File: src/rtl/cbl_pkg.sv
package cbl_pkg;
   typedef enum logic [2:0] {
      ST_IDLE,
      ST_HDR,
      ST_PAY,
      ST_PAD,
      ST_DONE,
      ST_ERR
   } cbl_state_e;
endpackage

File: src/rtl/cbl_hdr.sv
module cbl_hdr #(
   parameter int HDR_BYTES = 16,
   parameter int LEN_BYTES = 4,
   parameter int LEN_W     = 8 * LEN_BYTES
) (
   input  logic             clk,
   input  logic             rst_n,
   input  logic             clr_i,
   input  logic             take_i,
   input  logic [7:0]       byte_i,
   output logic             last_o,
   output logic [LEN_W-1:0] len_o
);
   localparam int CNT_W = $clog2(HDR_BYTES + 1);

   logic [CNT_W-1:0] hcnt_q;
   logic [LEN_W-1:0] len_q;
   logic [LEN_W-1:0] len_shift;
   logic             in_len;

   initial begin
      assert (LEN_BYTES >= 1 && LEN_BYTES < HDR_BYTES)
         else $error("length field must fit inside the header");
      assert (LEN_W == 8 * LEN_BYTES)
         else $error("length width must match the length bytes");
   end

   assign in_len    = hcnt_q < CNT_W'(LEN_BYTES);
   assign len_shift = LEN_W'({len_q, byte_i});
   assign last_o    = take_i && (hcnt_q == CNT_W'(HDR_BYTES - 1));
   assign len_o     = in_len ? len_shift : len_q;

   always_ff @(posedge clk or negedge rst_n) begin
      if (!rst_n) begin
         hcnt_q <= '0;
         len_q  <= '0;
      end else if (clr_i) begin
         hcnt_q <= '0;
         len_q  <= '0;
      end else if (take_i) begin
         hcnt_q <= hcnt_q + 1'b1;
         if (in_len) len_q <= len_shift;
      end
   end
endmodule

File: src/rtl/cbl_ctrl.sv
module cbl_ctrl
   import cbl_pkg::*;
#(
   parameter int LEN_W     = 32,
   parameter int PAD_BYTES = 5
) (
   input  logic             clk,
   input  logic             rst_n,
   input  logic             clr_i,
   input  logic             wr_i,
   input  logic [7:0]       byte_i,
   input  logic             close_i,
   input  logic             hdr_last_i,
   input  logic [LEN_W-1:0] hdr_len_i,
   output cbl_state_e       state_o,
   output logic             hdr_take_o,
   output logic             pay_take_o
);
   localparam int PW = $clog2(PAD_BYTES + 1);

   cbl_state_e       st_q, st_d;
   logic [LEN_W-1:0] rem_q, rem_d;
   logic [PW-1:0]    pcnt_q, pcnt_d;

   initial begin
      assert (PAD_BYTES >= 1) else $error("at least one pad byte required");
   end

   assign hdr_take_o = wr_i && !clr_i && (st_q == ST_HDR);
   assign pay_take_o = wr_i && !clr_i && (st_q == ST_PAY);
   assign state_o    = st_q;

   always_comb begin
      st_d   = st_q;
      rem_d  = rem_q;
      pcnt_d = pcnt_q;
      if (clr_i) begin
         st_d   = ST_IDLE;
         rem_d  = '0;
         pcnt_d = '0;
      end else begin
         if (wr_i) begin
            unique case (st_q)
               ST_IDLE: st_d = ST_HDR;
               ST_HDR: begin
                  if (hdr_last_i) begin
                     pcnt_d = '0;
                     rem_d  = hdr_len_i;
                     st_d   = (hdr_len_i == '0) ? ST_PAD : ST_PAY;
                  end
               end
               ST_PAY: begin
                  rem_d = rem_q - 1'b1;
                  if (rem_q == LEN_W'(1)) begin
                     st_d   = ST_PAD;
                     pcnt_d = '0;
                  end
               end
               ST_PAD: begin
                  if (byte_i != 8'h00)                    st_d = ST_ERR;
                  else if (pcnt_q == PW'(PAD_BYTES - 1))  st_d = ST_DONE;
                  else                                     pcnt_d = pcnt_q + 1'b1;
               end
               ST_DONE: st_d = ST_ERR;
               default: st_d = st_q;
            endcase
         end
         if (close_i && (st_d == ST_HDR || st_d == ST_PAY || st_d == ST_PAD))
            st_d = ST_ERR;
      end
   end

   always_ff @(posedge clk or negedge rst_n) begin
      if (!rst_n) begin
         st_q   <= ST_IDLE;
         rem_q  <= '0;
         pcnt_q <= '0;
      end else begin
         st_q   <= st_d;
         rem_q  <= rem_d;
         pcnt_q <= pcnt_d;
      end
   end


   err_sticky_chk: assert property (@(posedge clk) disable iff (!rst_n)
      (st_q == ST_ERR && !clr_i) |=> (st_q == ST_ERR));

   restart_idle_chk: assert property (@(posedge clk) disable iff (!rst_n)
      clr_i |=> (st_q == ST_IDLE));

   pad_zero_chk: assert property (@(posedge clk) disable iff (!rst_n)
      (st_q == ST_PAD && wr_i && byte_i != 8'h00 && !clr_i) |=> (st_q == ST_ERR));

   done_src_chk: assert property (@(posedge clk) disable iff (!rst_n)
      (st_q != ST_PAD && st_q != ST_DONE) |=> (st_q != ST_DONE));

   zero_len_chk: assert property (@(posedge clk) disable iff (!rst_n)
      (hdr_take_o && hdr_last_i && hdr_len_i == '0 && !close_i) |=> (st_q == ST_PAD));

   pay_rem_chk: assert property (@(posedge clk) disable iff (!rst_n)
      pay_take_o |-> (rem_q != '0));

   after_done_chk: assert property (@(posedge clk) disable iff (!rst_n)
      (st_q == ST_DONE && wr_i && !clr_i) |=> (st_q == ST_ERR));
endmodule

File: src/rtl/cbl_sink.sv
module cbl_sink #(
   parameter bit REG_OUT = 1'b1
) (
   input  logic       clk,
   input  logic       rst_n,
   input  logic       take_i,
   input  logic [7:0] byte_i,
   output logic       vld_o,
   output logic [7:0] byte_o
);
   generate
      if (REG_OUT) begin : g_reg
         logic       vld_q;
         logic [7:0] byte_q;
         always_ff @(posedge clk or negedge rst_n) begin
            if (!rst_n) begin
               vld_q  <= 1'b0;
               byte_q <= '0;
            end else begin
               vld_q <= take_i;
               if (take_i) byte_q <= byte_i;
            end
         end
         assign vld_o  = vld_q;
         assign byte_o = byte_q;


         sink_pulse_chk: assert property (@(posedge clk) disable iff (!rst_n)
            (vld_o && !take_i) |=> !vld_o);
      end else begin : g_comb
         assign vld_o  = take_i;
         assign byte_o = byte_i;
      end
   endgenerate
endmodule

File: src/rtl/cfg_stream_loader.sv
module cfg_stream_loader
   import cbl_pkg::*;
#(
   parameter int HDR_BYTES = 16,
   parameter int LEN_BYTES = 4,
   parameter int PAD_BYTES = 5,
   parameter bit SINK_REG  = 1'b1,
   parameter int ERR_BIT   = 5,
   parameter int DONE_BIT  = 0
) (
   input  logic       clk,
   input  logic       rst_n,
   input  logic       wr_en_i,
   input  logic [7:0] wr_byte_i,
   input  logic       restart_rd_i,
   input  logic       close_i,
   output logic       sink_vld_o,
   output logic [7:0] sink_byte_o,
   output logic       done_o,
   output logic       err_o,
   output logic [7:0] status_o
);
   localparam int LEN_W = 8 * LEN_BYTES;

   initial begin
      assert (ERR_BIT != DONE_BIT && ERR_BIT < 8 && DONE_BIT < 8)
         else $error("status bit positions must be distinct and inside a byte");
   end

   cbl_state_e       state;
   logic             hdr_take, pay_take, hdr_last;
   logic [LEN_W-1:0] hdr_len;

   cbl_hdr #(.HDR_BYTES(HDR_BYTES), .LEN_BYTES(LEN_BYTES), .LEN_W(LEN_W)) hdr_i (
      .clk    (clk),
      .rst_n  (rst_n),
      .clr_i  (restart_rd_i),
      .take_i (hdr_take),
      .byte_i (wr_byte_i),
      .last_o (hdr_last),
      .len_o  (hdr_len)
   );

   cbl_ctrl #(.LEN_W(LEN_W), .PAD_BYTES(PAD_BYTES)) ctrl_i (
      .clk        (clk),
      .rst_n      (rst_n),
      .clr_i      (restart_rd_i),
      .wr_i       (wr_en_i),
      .byte_i     (wr_byte_i),
      .close_i    (close_i),
      .hdr_last_i (hdr_last),
      .hdr_len_i  (hdr_len),
      .state_o    (state),
      .hdr_take_o (hdr_take),
      .pay_take_o (pay_take)
   );

   cbl_sink #(.REG_OUT(SINK_REG)) sink_i (
      .clk    (clk),
      .rst_n  (rst_n),
      .take_i (pay_take),
      .byte_i (wr_byte_i),
      .vld_o  (sink_vld_o),
      .byte_o (sink_byte_o)
   );

   assign done_o = (state == ST_DONE);
   assign err_o  = (state == ST_ERR);

   always_comb begin
      status_o           = '0;
      status_o[ERR_BIT]  = err_o;
      status_o[DONE_BIT] = done_o;
   end


   idle_close_chk: assert property (@(posedge clk) disable iff (!rst_n)
      (state == ST_IDLE && close_i && !wr_en_i && !restart_rd_i) |=> !err_o);
endmodule

File: config.mk
export PLATFORM = sky130hd
export DESIGN_NAME = cfg_stream_loader
export DESIGN_NICKNAME = d
export VERILOG_FILES = /design/src/rtl/cbl_pkg.sv /design/src/rtl/cbl_hdr.sv /design/src/rtl/cbl_ctrl.sv /design/src/rtl/cbl_sink.sv /design/src/rtl/cfg_stream_loader.sv
export SDC_FILE = /design/constraint.sdc
export NUM_CORES = 1
export LEC_CHECK = 0
export BUFFER_PORTS_ARGS = -buffer_cell sky130_fd_sc_hd__buf_2
export CAP_MARGIN = 20
export CORE_ASPECT_RATIO = 1.2
export CORE_MARGIN = 2
export CORE_UTILIZATION = 40
export DETAILED_ROUTE_END_ITERATION = 8
export GPL_TIMING_DRIVEN = 0
export HOLD_SLACK_MARGIN = 0.02
export PLACE_DENSITY = 0.66
export SETUP_SLACK_MARGIN = 0.05
export SLEW_MARGIN = 40
export SYNTH_ARGS = -nofsm -noshare
export SYNTH_HDL_FRONTEND = slang
export SYNTH_SLANG_ARGS = --single-unit
File: constraint.sdc
create_clock -name clk -period 6.8 [get_ports clk]
set_input_delay 0.68 -clock clk [delete_from_list [all_inputs] [get_ports clk]]
set_output_delay 0.68 -clock clk [all_outputs]
set_load 0.005 [all_outputs]
==> metrics.csv <==
metric,value,unit
htreeDepth,3,
synth_xor_area_share,0.525,%
synth_compound_area_share,19.6,%
routed_via_density,5.94,
rsz0062_at_grt,false,
cellLeakagePower,2.55,nW
die_h,127,um
r2r_end,ctrl_i.rem_q[23],
ctsHoldBuffers,0,
dr.pass1.iters,7,
cts-buffers-inserted,9,
slew_viol_final,0,
hold_slack,0.255,ns
slew_headroom,45.6,%
clock_path_buffers,2,
drtIter0Drc,521,
grt_max_degree,48,
dp_hpwl,11.2,mm
crit_type,reg -> reg,
fill_cells,1167,
vdd_drop_max,142,uV
crit-reg2reg-launch,hdr_i.hcnt_q[0],
grt_pass1_vias,4541,
grt-ovfl-total,0,
cts_tree,built,
power_per_cell_area,199,nW/um^2
cts.sinks,84,
antenna_left,0,
synth_area,5010,um^2
grt_pass1_wl,24.9,mm
area.growth.synth_to_final,13.6,%
ys_seq_area_share,42.0,%
nets,666,
cp_data_required_time,7.05,ns
io_pins,32,
root_buffer,clkbuf_16,
synth_adder_area_share,1.50,%
cts_resized,0,
synthCells,605,
ff2ff_setup_slack,3.98,ns
drc,0,
status,"complete, no violations",
synth_warnings,0,
placed_cells,797,
wl_per_cell,19.0,um
seq_area,2100,um^2
finalCritPeriodShare,41.5,%
drv_cap,0,
core,12200,um^2
clock.fmax,355,MHz
synthMuxAreaShare,3.02,%
fin_setup_tns,0,ns
cp-start-kind,flop,
reg2regPathDepth,9,
rows,44,
port_buffers,25,
drt_wl_total,15.4,mm
avgSynthCellArea,8.28,um^2
ys.flop_type,dfrtp_1,
worstPathArrival,3.07,ns
clk_pin_slew_worst_paths,0.06,ns
clock_skew,0.0108,ns
die_w,106,um
min_path_type,in -> async,
ys_seq_elements,84,
clk-insertion-delay-late,0.35,ns
start_util,41.2,%
final_layout_size_suffix_gt1_share,11.5,%
setup_violations,0,
crit_fanout,10,
hold_viol,0,
yosysUniqueCellTypes,67,
stdcell_count,812,
vias,4820,
track_usage,23.8,%
floorplan.die_area,13400,um^2
synth_simple_gate_area_share,28.4,%
synth_top_family_by_area,simple AND/OR/NAND/NOR gates,
gp_congestion,0.975,
grt_antenna_before_repair,0,
layout_min_cycle_time,2.82,ns
postCtsSetupBuffers,0,
synthArstFlopShare,100,%
multi_input_area,2680,um^2
worstMarginPinSlew,0.807,ns
endpoint_kind,flop,
final_common_cell,nand2_1,
setup.worst_path.start,hdr_i.hcnt_q[0],
final_cell_mix,"nand2_1 (151), dfrtp_1 (84), a21oi_1 (52)",
synth_enable_flop_cells,0,
num_antenna_cells,0,
==> state kept, by name, indices dropped and copies added, names as in the netlist <==
name,cells
ctrl_i.rem_q,32
hdr_i.len_q,32
sink_i.byte_o,8
sink_i.vld_o,1
hdr_i.hcnt_q,5
ctrl_i.state_o,3
ctrl_i.pcnt_q,3
==> synth_stat cells (3+ instances only) <==
master	instances	area share [%]
nand2b_1	4	0.50
nor4_2	3	0.75
a31oi_1	13	1.6
or4_1	3	0.45
a22o_1	4	0.70
clkbuf_1	24	1.8
and3_1	5	0.62
a211oi_1	7	1.0
nand3_1	21	2.1
dfrtp_1	84	42
mux2i_1	14	2.8
buf_4	8	1.2
buf_1	3	0.22
nand4_1	4	0.50
ha_1	6	1.5
or3_1	6	0.75
o22ai_1	4	0.50
nor4_1	14	1.7
a21o_1	5	0.75
a21oi_1	53	5.3
nor2b_1	3	0.37
a32o_1	6	1.2
a31o_1	3	0.52
inv_1	9	0.67
o21ai_1	4	0.40
o2bb2ai_1	4	0.70
nor2_1	34	2.5
o211ai_1	3	0.45
nor3_1	14	1.4
o31ai_1	3	0.45
nand2_1	151	11
buf_2	8	0.80
o21ai_0	32	3.2
and2_1	4	0.50
==> metrics by stage <==
step	power (mW)	utilization [%]	worst slack, ns	instance area (um^2)
after detailed placement	0.630	44.2	3.78	5380
after global placement	0.626	44.0	3.81	5350
final	1.13	46.8	3.98	5690
after floorplan	0.584	-	4.56	5030
after global routing	1.17	46.8	3.85	5690
after CTS	1.14	46.7	3.74	5680
==> worst max-delay path by stage <==
| stage | end | slack, ns | depth (start not counted) |
|---|---|---|---|
| 4_1_cts | ctrl_i.rem_q[23] | 3.74 | 9 |
| 3_5_place_dp | ctrl_i.rem_q[23] | 3.78 | 9 |
| 3_3_place_gp | ctrl_i.rem_q[23] | 3.81 | 9 |
| 5_1_grt | ctrl_i.rem_q[23] | 3.85 | 9 |
| 6_report | ctrl_i.rem_q[23] | 3.98 | 9 |
| 2_1_floorplan | ctrl_i.rem_q[22] | 4.56 | 9 |
==> layout make-up <==
cell class,count,area share [%]
clock buffer,12,4.51
multi-input combinational,473,47.2
buffer,44,3.74
timing repair buffer,26,2.66
clock inverter,3,0.814
sequential,84,37.0
inverter,9,0.594
tap,161,3.54
==> metal layers <==
metal | part of all wire (%) | wire length (um) | up-vias | GRT usage (%)
li1 | - | - | 2246 | -
met1 | 44 | 6730 | 2340 | 32.2
met2 | 47 | 7290 | 190 | 37.7
met3 | 5.4 | 837 | 44 | 3.49
met4 | 3.8 | 581 | 0 | 11.1
met5 | 0 | 0 | - | 0
==> power breakdown <==
group	switching [mW]	leakage, nW	total [mW]	internal (mW)
combinational	0.0740	1.24	0.109	0.0346
clock	0.206	0.145	0.510	0.304
sequential	0.00937	1.17	0.515	0.506
==> critical path, cell delays in order, from the launching register on <==
cell and delay (ns):
dfrtp_1 0.40, ha_1 0.21, and3_1 0.18, ha_1 0.25, and3b_1 0.24, nand2b_1 0.19, a21oi_2 0.46, clkbuf_1 0.48
o21ai_0 0.16, o21ai_0 0.13
==> kinds of logic (layout without fill, tap and decap cells) <==
| logic type | after synthesis | in the layout |
|---|---|---|
| flip-flops | 84 | 84 |
| other | 1 | 6 |
| AND/OR/NAND/NOR | 286 | 286 |
| XOR/XNOR | 3 | 3 |
| buffers and inverters | 53 | 94 |
| adder cells (fa/ha/maj) | 6 | 6 |
| AO/OA/AOI/OAI | 157 | 157 |
| multiplexers | 15 | 15 |
Note: power is estimated with default switching activity, not from simulation.
